==> config.mk <==
export PLATFORM = sky130hd
export DESIGN_NAME = tmr_chan_unit
export DESIGN_NICKNAME = d
export VERILOG_FILES = /design/src/rtl/tmr_chan_pkg.sv /design/src/rtl/tcu_edge_sync.sv /design/src/rtl/tcu_ctrl.sv /design/src/rtl/tcu_chan_reg.sv /design/src/rtl/tcu_pin_drv.sv /design/src/rtl/tmr_chan_unit.sv
export SDC_FILE = /design/constraint.sdc
export NUM_CORES = 1
export LEC_CHECK = 0
export CAP_MARGIN = 20
export CELL_PAD_IN_SITES_DETAIL_PLACEMENT = 2
export CELL_PAD_IN_SITES_GLOBAL_PLACEMENT = 2
export CORE_UTILIZATION = 21
export CTS_BUF_LIST = sky130_fd_sc_hd__clkbuf_4
export DETAILED_ROUTE_END_ITERATION = 10
export GPL_TIMING_DRIVEN = 0
export PLACE_DENSITY = 0.82
export SETUP_SLACK_MARGIN = 0.1
export SLEW_MARGIN = 30
export SYNTH_ARGS = -nofsm -noshare
export SYNTH_HDL_FRONTEND = slang
export SYNTH_SLANG_ARGS = --single-unit
==> constraint.sdc <==
create_clock -name clk -period 1.6 [get_ports clk]
set_clock_uncertainty 0.05 [all_clocks]
set_input_delay 0.4 -clock clk [delete_from_list [all_inputs] [get_ports clk]]
set_output_delay 0.4 -clock clk [all_outputs]
set_load 0.01 [all_outputs]
==> src/rtl/tmr_chan_pkg.sv <==
package tmr_chan_pkg;

    typedef enum logic [1:0] {
        ST_PLAIN = 2'd0,
        ST_CMP   = 2'd1,
        ST_CAP   = 2'd2
    } tcu_state_e;

    // select field codes, shared by both functions
    localparam logic [1:0] SEL_OFF = 2'b00; // plain pin
    localparam logic [1:0] SEL_A   = 2'b01; // toggle on match / rising edge
    localparam logic [1:0] SEL_B   = 2'b10; // clear on match / falling edge
    localparam logic [1:0] SEL_C   = 2'b11; // set on match / either edge

endpackage

==> src/rtl/tcu_edge_sync.sv <==
module tcu_edge_sync #(
    parameter int STAGES = 2
) (
    input  logic clk,
    input  logic rst_n,
    input  logic pin_in,
    output logic rise,
    output logic fall
);
    localparam int LAST = STAGES - 1;

    logic [STAGES-1:0] chain;
    logic              hist;

    generate
        for (genvar i = 0; i < STAGES; i++) begin : g_stage
            if (i == 0) begin : g_first
                always_ff @(posedge clk or negedge rst_n) begin
                    if (!rst_n) chain[0] <= 1'b0;
                    else        chain[0] <= pin_in;
                end
            end else begin : g_next
                always_ff @(posedge clk or negedge rst_n) begin
                    if (!rst_n) chain[i] <= 1'b0;
                    else        chain[i] <= chain[i-1];
                end
            end
        end
    endgenerate

    always_ff @(posedge clk or negedge rst_n) begin
        if (!rst_n) hist <= 1'b0;
        else        hist <= chain[LAST];
    end

    assign rise = chain[LAST] & ~hist;
    assign fall = ~chain[LAST] & hist;

endmodule

==> src/rtl/tcu_ctrl.sv <==
module tcu_ctrl
    import tmr_chan_pkg::*;
(
    input  logic       clk,
    input  logic       rst_n,
    input  logic       cfg_out_mode,
    input  logic [1:0] cfg_sel,
    input  logic       cnt_match,
    input  logic       rise,
    input  logic       fall,
    output logic       pin_oe,
    output logic       cmp_en,
    output logic       cmp_hit,
    output logic       cap_load,
    output logic       ch_event
);
    tcu_state_e st, st_nx;
    logic       edge_ok;

    // target state picked by the configuration
    function automatic tcu_state_e pick(input logic md, input logic [1:0] sl);
        if (sl == SEL_OFF) return ST_PLAIN;
        else if (md)       return ST_CMP;
        else               return ST_CAP;
    endfunction

    always_ff @(posedge clk or negedge rst_n) begin
        if (!rst_n) st <= ST_PLAIN;
        else        st <= st_nx;
    end

    // transitions: arm_compare, arm_capture, swap_to_capture,
    // swap_to_compare, release; otherwise each state holds
    always_comb begin
        st_nx = st;
        unique case (st)
            ST_PLAIN: st_nx = pick(cfg_out_mode, cfg_sel);
            ST_CMP:   st_nx = pick(cfg_out_mode, cfg_sel);
            ST_CAP:   st_nx = pick(cfg_out_mode, cfg_sel);
            default:  st_nx = ST_PLAIN;
        endcase
    end

    always_comb begin
        unique case (cfg_sel)
            SEL_A:   edge_ok = rise;
            SEL_B:   edge_ok = fall;
            SEL_C:   edge_ok = rise | fall;
            default: edge_ok = 1'b0;
        endcase
    end

    always_comb begin
        pin_oe   = 1'b0;
        cmp_en   = 1'b0;
        cmp_hit  = 1'b0;
        cap_load = 1'b0;
        unique case (st)
            ST_PLAIN: ;
            ST_CMP: begin
                pin_oe  = 1'b1;
                cmp_en  = 1'b1;
                cmp_hit = cnt_match;
            end
            ST_CAP: cap_load = edge_ok;
            default: ;
        endcase
        ch_event = cmp_hit | cap_load;
    end

    assert_oe_R2: assert property (@(posedge clk) disable iff (!rst_n)
        pin_oe |-> ($past(cfg_out_mode) && ($past(cfg_sel) != SEL_OFF)));

    assert_excl_R2: assert property (@(posedge clk) disable iff (!rst_n)
        !(cmp_hit && cap_load));

endmodule

==> src/rtl/tcu_chan_reg.sv <==
module tcu_chan_reg #(
    parameter int CNT_W = 16
) (
    input  logic             clk,
    input  logic             rst_n,
    input  logic [CNT_W-1:0] cnt_val,
    input  logic             wr_en,
    input  logic [CNT_W-1:0] wr_data,
    input  logic             cap_load,
    input  logic             ch_event,
    input  logic             flag_clr,
    output logic [CNT_W-1:0] value,
    output logic             match,
    output logic             flag
);
    always_ff @(posedge clk or negedge rst_n) begin
        if (!rst_n)        value <= '0;
        else if (cap_load) value <= cnt_val;
        else if (wr_en)    value <= wr_data;
    end

    always_ff @(posedge clk or negedge rst_n) begin
        if (!rst_n)        flag <= 1'b0;
        else if (ch_event) flag <= 1'b1;
        else if (flag_clr) flag <= 1'b0;
    end

    assign match = (cnt_val == value);

    assert_capture_R6: assert property (@(posedge clk) disable iff (!rst_n)
        cap_load |=> (value == $past(cnt_val)));

    assert_write_R10: assert property (@(posedge clk) disable iff (!rst_n)
        (wr_en && !cap_load) |=> (value == $past(wr_data)));

    assert_flag_set_R8: assert property (@(posedge clk) disable iff (!rst_n)
        ch_event |=> flag);

    assert_flag_hold_R8: assert property (@(posedge clk) disable iff (!rst_n)
        (flag && !flag_clr) |=> flag);

endmodule

==> src/rtl/tcu_pin_drv.sv <==
module tcu_pin_drv
    import tmr_chan_pkg::*;
(
    input  logic       clk,
    input  logic       rst_n,
    input  logic       cmp_en,
    input  logic       cmp_hit,
    input  logic       tog_ovf,
    input  logic       cnt_ovf,
    input  logic [1:0] cfg_sel,
    output logic       pin_out
);
    logic pin_nx;
    logic wrap_flip;

    assign wrap_flip = cmp_en & tog_ovf & cnt_ovf;

    // overflow toggle first, match action second
    always_comb begin
        pin_nx = pin_out;
        if (wrap_flip) pin_nx = ~pin_nx;
        if (cmp_hit) begin
            unique case (cfg_sel)
                SEL_A:   pin_nx = ~pin_nx;
                SEL_B:   pin_nx = 1'b0;
                SEL_C:   pin_nx = 1'b1;
                default: ;
            endcase
        end
    end

    always_ff @(posedge clk or negedge rst_n) begin
        if (!rst_n) pin_out <= 1'b0;
        else        pin_out <= pin_nx;
    end

    assert_clear_R5: assert property (@(posedge clk) disable iff (!rst_n)
        (cmp_hit && cfg_sel == SEL_B) |=> !pin_out);

    assert_set_R5: assert property (@(posedge clk) disable iff (!rst_n)
        (cmp_hit && cfg_sel == SEL_C) |=> pin_out);

    assert_ovf_R4: assert property (@(posedge clk) disable iff (!rst_n)
        (wrap_flip && !cmp_hit) |=> (pin_out != $past(pin_out)));

    assert_hold_R11: assert property (@(posedge clk) disable iff (!rst_n)
        !cmp_en |=> $stable(pin_out));

endmodule

==> src/rtl/tmr_chan_unit.sv <==
module tmr_chan_unit
    import tmr_chan_pkg::*;
#(
    parameter int CNT_W       = 16,
    parameter int SYNC_STAGES = 2
) (
    input  logic             clk,
    input  logic             rst_n,
    input  logic             cfg_out_mode,
    input  logic [1:0]       cfg_sel,
    input  logic             cfg_tog_ovf,
    input  logic             cfg_irq_en,
    input  logic [CNT_W-1:0] cnt_val,
    input  logic             cnt_ovf,
    input  logic             reg_wr_en,
    input  logic [CNT_W-1:0] reg_wr_data,
    input  logic             flag_clr,
    input  logic             pin_in,
    output logic             pin_out,
    output logic             pin_oe,
    output logic [CNT_W-1:0] reg_rd_data,
    output logic             chan_flag,
    output logic             irq
);
    logic rise, fall, match, cmp_en, cmp_hit, cap_load, ch_event;

    tcu_edge_sync #(.STAGES(SYNC_STAGES)) u_sync (
        .clk    (clk),
        .rst_n  (rst_n),
        .pin_in (pin_in),
        .rise   (rise),
        .fall   (fall)
    );

    tcu_ctrl u_ctrl (
        .clk          (clk),
        .rst_n        (rst_n),
        .cfg_out_mode (cfg_out_mode),
        .cfg_sel      (cfg_sel),
        .cnt_match    (match),
        .rise         (rise),
        .fall         (fall),
        .pin_oe       (pin_oe),
        .cmp_en       (cmp_en),
        .cmp_hit      (cmp_hit),
        .cap_load     (cap_load),
        .ch_event     (ch_event)
    );

    tcu_chan_reg #(.CNT_W(CNT_W)) u_reg (
        .clk      (clk),
        .rst_n    (rst_n),
        .cnt_val  (cnt_val),
        .wr_en    (reg_wr_en),
        .wr_data  (reg_wr_data),
        .cap_load (cap_load),
        .ch_event (ch_event),
        .flag_clr (flag_clr),
        .value    (reg_rd_data),
        .match    (match),
        .flag     (chan_flag)
    );

    tcu_pin_drv u_pin (
        .clk     (clk),
        .rst_n   (rst_n),
        .cmp_en  (cmp_en),
        .cmp_hit (cmp_hit),
        .tog_ovf (cfg_tog_ovf),
        .cnt_ovf (cnt_ovf),
        .cfg_sel (cfg_sel),
        .pin_out (pin_out)
    );

    assign irq = chan_flag & cfg_irq_en;

endmodule

## Yosys cells after proc, flatten, opt, wreduce, memory -nomap -nowiden

Index checks and enable logic that the tools add are counted.

| word-level totals | value |
|---|---|
| register bits after elaboration | 23 |
| bits of input ports | 43 |
| output and inout port bits | 20 |
| logic and storage cells | 43 |

| operators by class | value |
|---|---|
| equality and inequality tests | 6 |
| multiplexer cells | 14 |
| bitwise operators | 11 |
| reductions and logical operators | 5 |

Operators with widths:

| cell | count |
|---|---|
| 2-to-1 mux 16 bit | 2 |
| equality test 16 bit | 1 |
| 2-to-1 mux 1 bit | 7 |
| equality test 2 bit (second input constant) | 3 |
| 2-to-1 mux 2 bit | 3 |
| case mux 1 bit (3 select lines) | 2 |
| AND 1 bit | 5 |
| equality test 2 x 1 -> 1 bit (second input constant) | 2 |
| logical NOT 2 bit | 2 |
| inverter 1 bit | 4 |
| nonzero test 2 bit | 2 |
| OR reduction 3 bit | 1 |
| OR 1 bit | 2 |

## Depth between registers and ports, before layout

| depth | value |
|---|---|
| depth in word-level cells | 8 |
| mapped depth | 8 |

## Hierarchy

A second synthesis with hierarchy kept.

| second synthesis, totals | value |
|---|---|
| cell total of the unflattened synthesis | 121 |
| area, all modules | 1,258.7 µm² |

Modules (own cells, without submodules):

| module | times used | cells each | area an instance (µm²) |
|---|---|---|---|
| tcu_chan_reg | 1 | 93 | 953.4 |
| tcu_ctrl | 1 | 13 | 123.9 |
| tcu_edge_sync | 1 | 5 | 90.1 |
| tcu_pin_drv | 1 | 9 | 85.1 |
| tmr_chan_unit | 1 | 1 | 6.3 |

## Worst setup path after synthesis

Ideal clock, no wire load.

| path | value |
|---|---|
| path type | register to register |
| start point | register u_sync.chain[1] |
| end point | register u_reg.value[1] |
| data arrival time | 1.319 ns |
| required time | 1.421 ns |
| setup slack | 0.102 ns |
| stages on the path, launching flop included | 8 |
| path buffers | 1 |
| clock period less this slack | 1.498 ns |
| cells stage by stage | dfrtp_1 -> ha_1 -> and2b_1 -> o21ai_2 -> a21oi_4 -> buf_4 -> nand2_1 -> o21ai_0 |

| between the ends | value |
|---|---|
| longest elaborated chain between the ends | 6 |
| elaborated cells on any way between the ends | 8 |

Ends and longest elaborated chain:

| item | RTL line | RTL |
|---|---|---|
| start, declared | tcu_edge_sync.sv:12 | `logic [STAGES-1:0] chain;` |
| start signal, assigned by index | tcu_edge_sync.sv:25 | `else chain[i] <= chain[i-1];` |
| inverter 1 bit | tcu_edge_sync.sv:37 | `assign fall = ~chain[LAST] & hist;` |
| AND 1 bit | tcu_edge_sync.sv:37 |  |
| OR 1 bit | tcu_ctrl.sv:48 | `SEL_C: edge_ok = rise \| fall;` |
| case mux 1 bit (3 select lines) (*) | tcu_ctrl.sv:45 | `unique case (cfg_sel)` |
| 2-to-1 mux 1 bit (*) | tcu_ctrl.sv:58 | `unique case (st)` |
| 2-to-1 mux 16 bit / nonzero test 2 bit (equally long branches) | -- |  |
| end signal, assigned | tcu_chan_reg.sv:18 | `else if (cap_load) value <= cnt_val;` |
| end signal, assigned | tcu_chan_reg.sv:19 | `else if (wr_en) value <= wr_data;` |
| end, declared | tcu_chan_reg.sv:12 | `output logic [CNT_W-1:0] value,` |

Mark *: on every way between the ends. The rest lies on a longest branch, timed or not.
A chain may end at the register's enable or synchronous reset.

## Final worst setup path

| path | value |
|---|---|
| start point | register u_sync.hist |
| end point | register u_reg.value[8] |

| between the ends | value |
|---|---|
| longest elaborated chain between the ends | 6 |
| elaborated cells on any way between the ends | 8 |

Ends and longest elaborated chain:

| item | RTL line | RTL |
|---|---|---|
| start, declared | tcu_edge_sync.sv:13 | `logic hist;` |
| start signal, assigned | tcu_edge_sync.sv:33 | `else hist <= chain[LAST];` |
| inverter 1 bit | tcu_edge_sync.sv:36 | `assign rise = chain[LAST] & ~hist;` |
| AND 1 bit | tcu_edge_sync.sv:36 |  |
| OR 1 bit | tcu_ctrl.sv:48 |  |
| case mux 1 bit (3 select lines) (*) | tcu_ctrl.sv:45 |  |
| 2-to-1 mux 1 bit (*) | tcu_ctrl.sv:58 |  |
| 2-to-1 mux 16 bit / nonzero test 2 bit (equally long branches) | -- |  |

Marked as above.

==> summary.txt <==
Status: complete, but fails checks
Failing checks: hold timing, setup timing
Post-synth EDFFs: 0
Routed WL per cell: 16.3 microns
First-pass GRT wire length: 7200 microns
Post-route minimum period: 1720 ps
Post-Synthesis Cells: 123
CTS root buf: clkbuf_4
Crit path max-delay family: compound AO/OA/AOI/OAI gates
GPL Wtd Cong: 0.701
Clk Latency, worst-skew pair: 320 ps
Final Max Tran Viols: 0
Final core utilization: 0.400
Hold crit path type: in2async
Worst slack at placement: -512 ps
Gr usage total: 0.151
Detail Placement HPWL: 3100 microns
Crit share post-route: 1.08
Initial Util: 0.224
H-tree depth: 1
Die area: 6370 sq um
Detailed-route via count: 1295
Fill count: 644
Die height: 79.8 microns
RSZ-0062 raised after global routing: yes
Worst setup SP type: flip-flop
Post-route ant nets: 0
Crit path DAT: 1880 ps
Layout cells sized above 1: 0.273
Setup violations, final: 18
Avg Cell Area, Syn: 10.3 sq um
CORE AREA: 5680 sq um
Biggest area consumer among synthesized cells: dfrtp_1
Fmax: 581 MHz
Synth top area share: 0.452
Synth Register Bits: 23
Crit end category: flip-flop
CTS Buf Count: 3
IO buf count: 61
Pre-antenna DRT Iters: 4
Slew @ Worst Pin: 540 ps
# DRC: 0
Inserted Diodes: 0
Pwr dens: 735 nW/um^2
Clk buf depth: 2
Reg2reg start: u_sync.hist$_DFF_PN0_
Sequential share of the synthesized area: 0.452
CP Launch Point: u_sync.hist$_DFF_PN0_
Ys async rst share: 1.00
Area contributors post-synth: dfrtp_1 (45%), mux2i_1 (13%), xnor2_1 (8.3%)
Synth cell types: 28
Most numerous cell in the Yosys netlist: dfrtp_1
Max cap viols: 0
Initial antenna violation count: 0
Total congestion overflow: 0
FP Rows: 27
Hold WS: -11.7 ps
Placed cells: 256
Nets: 266
Largest net degree at the start of global routing: 24
# IOs: 63
Worst path max stage delay: 390 ps
Worst Path Required: 1750 ps
DRT Wirelength: 4770 microns
Vias in the first global route: 1435
Yosys warns: 0
Max Fanout on Critical Path: 5
Clock sinks: 23
Top FF cell, synth: dfrtp_1
Max VDD drop: 0.246 mV
Fin worst setup slack: -122 ps
Final Hold Viols: 15
CP Class: reg2reg
Starting DRT DRC Count: 28
Width of the die: 79.8 microns
Mapped Area: 1270 sq um
Drt via density: 4.43
Critical-path cell list: inv_1 > ha_1 > and2b_1 > o21ai_2 > a21oi_4 > buf_4 > o21ai_0
Critical path buffers and inverters: 2
Syn_nets: 168
Slew margin rel.: 0.640
Crit path max-delay cell type: dfrtp_1
Area Growth Syn to Fin: 78.4%
CTS tree: done
Cell Count, Final, Fillers Out: 292
Leakage: 1.03 nW
Worst-path clk slew: 150 ps
Synth cell count leaders: dfrtp_1 (23), nand2_1 (17), mux2i_1 (16)
-- final cells by class --
cell class / count / area, sq um / area share
timing repair buffer: 92 / 815 / 0.359
multi-input combinational: 92 / 698 / 0.308
sequential: 23 / 576 / 0.254
tap: 72 / 90.1 / 0.0397
buffer: 5 / 46.3 / 0.0204
clock buffer: 4 / 30.0 / 0.0132
inverter: 4 / 15.0 / 0.00662
-- state kept, by name, indices dropped and copies added (netlist names) --
| name | flops |
|---|---|
| u_reg.flag | 1 |
| u_ctrl.st | 2 |
| u_sync.hist | 1 |
| u_pin.pin_out | 1 |
| u_reg.value | 16 |
| u_sync.chain | 2 |
-- kinds of logic after synthesis --
family | synth area share
buf+inv | 0.0374
mux | 0.126
fa+ha+maj | 0.0197
compound gates | 0.105
flops | 0.452
xor+xnor | 0.117
simple gates | 0.143
-- power breakdown --
group / leakage [nW] / switching [mW] / internal [mW]
clock: 0.0184 / 0.196 / 0.114
combinational: 0.736 / 0.276 / 0.380
sequential: 0.272 / 0.0492 / 0.652
total: 1.03 / 0.522 / 1.15
-- path summary, 6_finish.rpt --
path	cells past startpoint	slack [ps]	to
max	7	-120	u_reg.value[8]$_DFFE_PN0P_
min	1	-10	u_reg.value[11]$_DFFE_PN0P_
max reg2reg	7	-120	u_reg.value[8]$_DFFE_PN0P_
min reg2reg	0	320	u_sync.chain[1]$_DFF_PN0_
max in group asynchronous	1	1150	u_ctrl.st[1]$_DFF_PN0_
min in group clk	0	320	u_sync.chain[1]$_DFF_PN0_
-- through the flow --
| step | area (sq um) | TNS [ps] | power (mW) |
|---|---|---|---|
| after global routing | 2270 | -3460 | 1.77 |
| final | 2270 | -1620 | 1.67 |
| after CTS | 2160 | -1280 | 1.62 |
| after global placement | 1970 | -10450 | 1.23 |
| after floorplan | 1270 | 0 | 0.932 |
| after detailed placement | 1970 | -5980 | 1.25 |
-- timing repair --
action,in CTS,in global routing
hold buffers,0,0
setup buffers,21,7
setup endpoints to repair,38,31
pin swaps,5,7
gates resized for setup,45,28
cloned,0,4
-- worst reg2reg max path, stage by stage, from the launching register on --
cell and delay [ps]:
dfrtp_1 390, inv_1 50, ha_1 280, and2b_1 200, o21ai_2 90, a21oi_4 260
buf_4 190, o21ai_0 100
-- placed cells by master, fill, tap and decap left out, types with 7 or more instances in the layout --
cell / netlist / final
o21ai_1: 7 / 10
xnor2_1: 12 / 11
clkdlybuf4s50_1: 0 / 35
buf_4: 3 / 29
dlygate4sd2_1: 0 / 9
dfrtp_1: 23 / 23
o21ai_0: 10 / 7
mux2i_1: 16 / 16
nand2_1: 17 / 17
buf_6: 0 / 9
-- metal layers --
metal | global-route usage | up-vias | wire (microns)
met5 | 0 | - | 0
met4 | 0.0321 | 0 | 62
met3 | 0.0297 | 4 | 215
met2 | 0.291 | 34 | 2600
met1 | 0.168 | 641 | 1890
li1 | - | 616 | -
No activity file was read; power rests on OpenSTA's default activity.
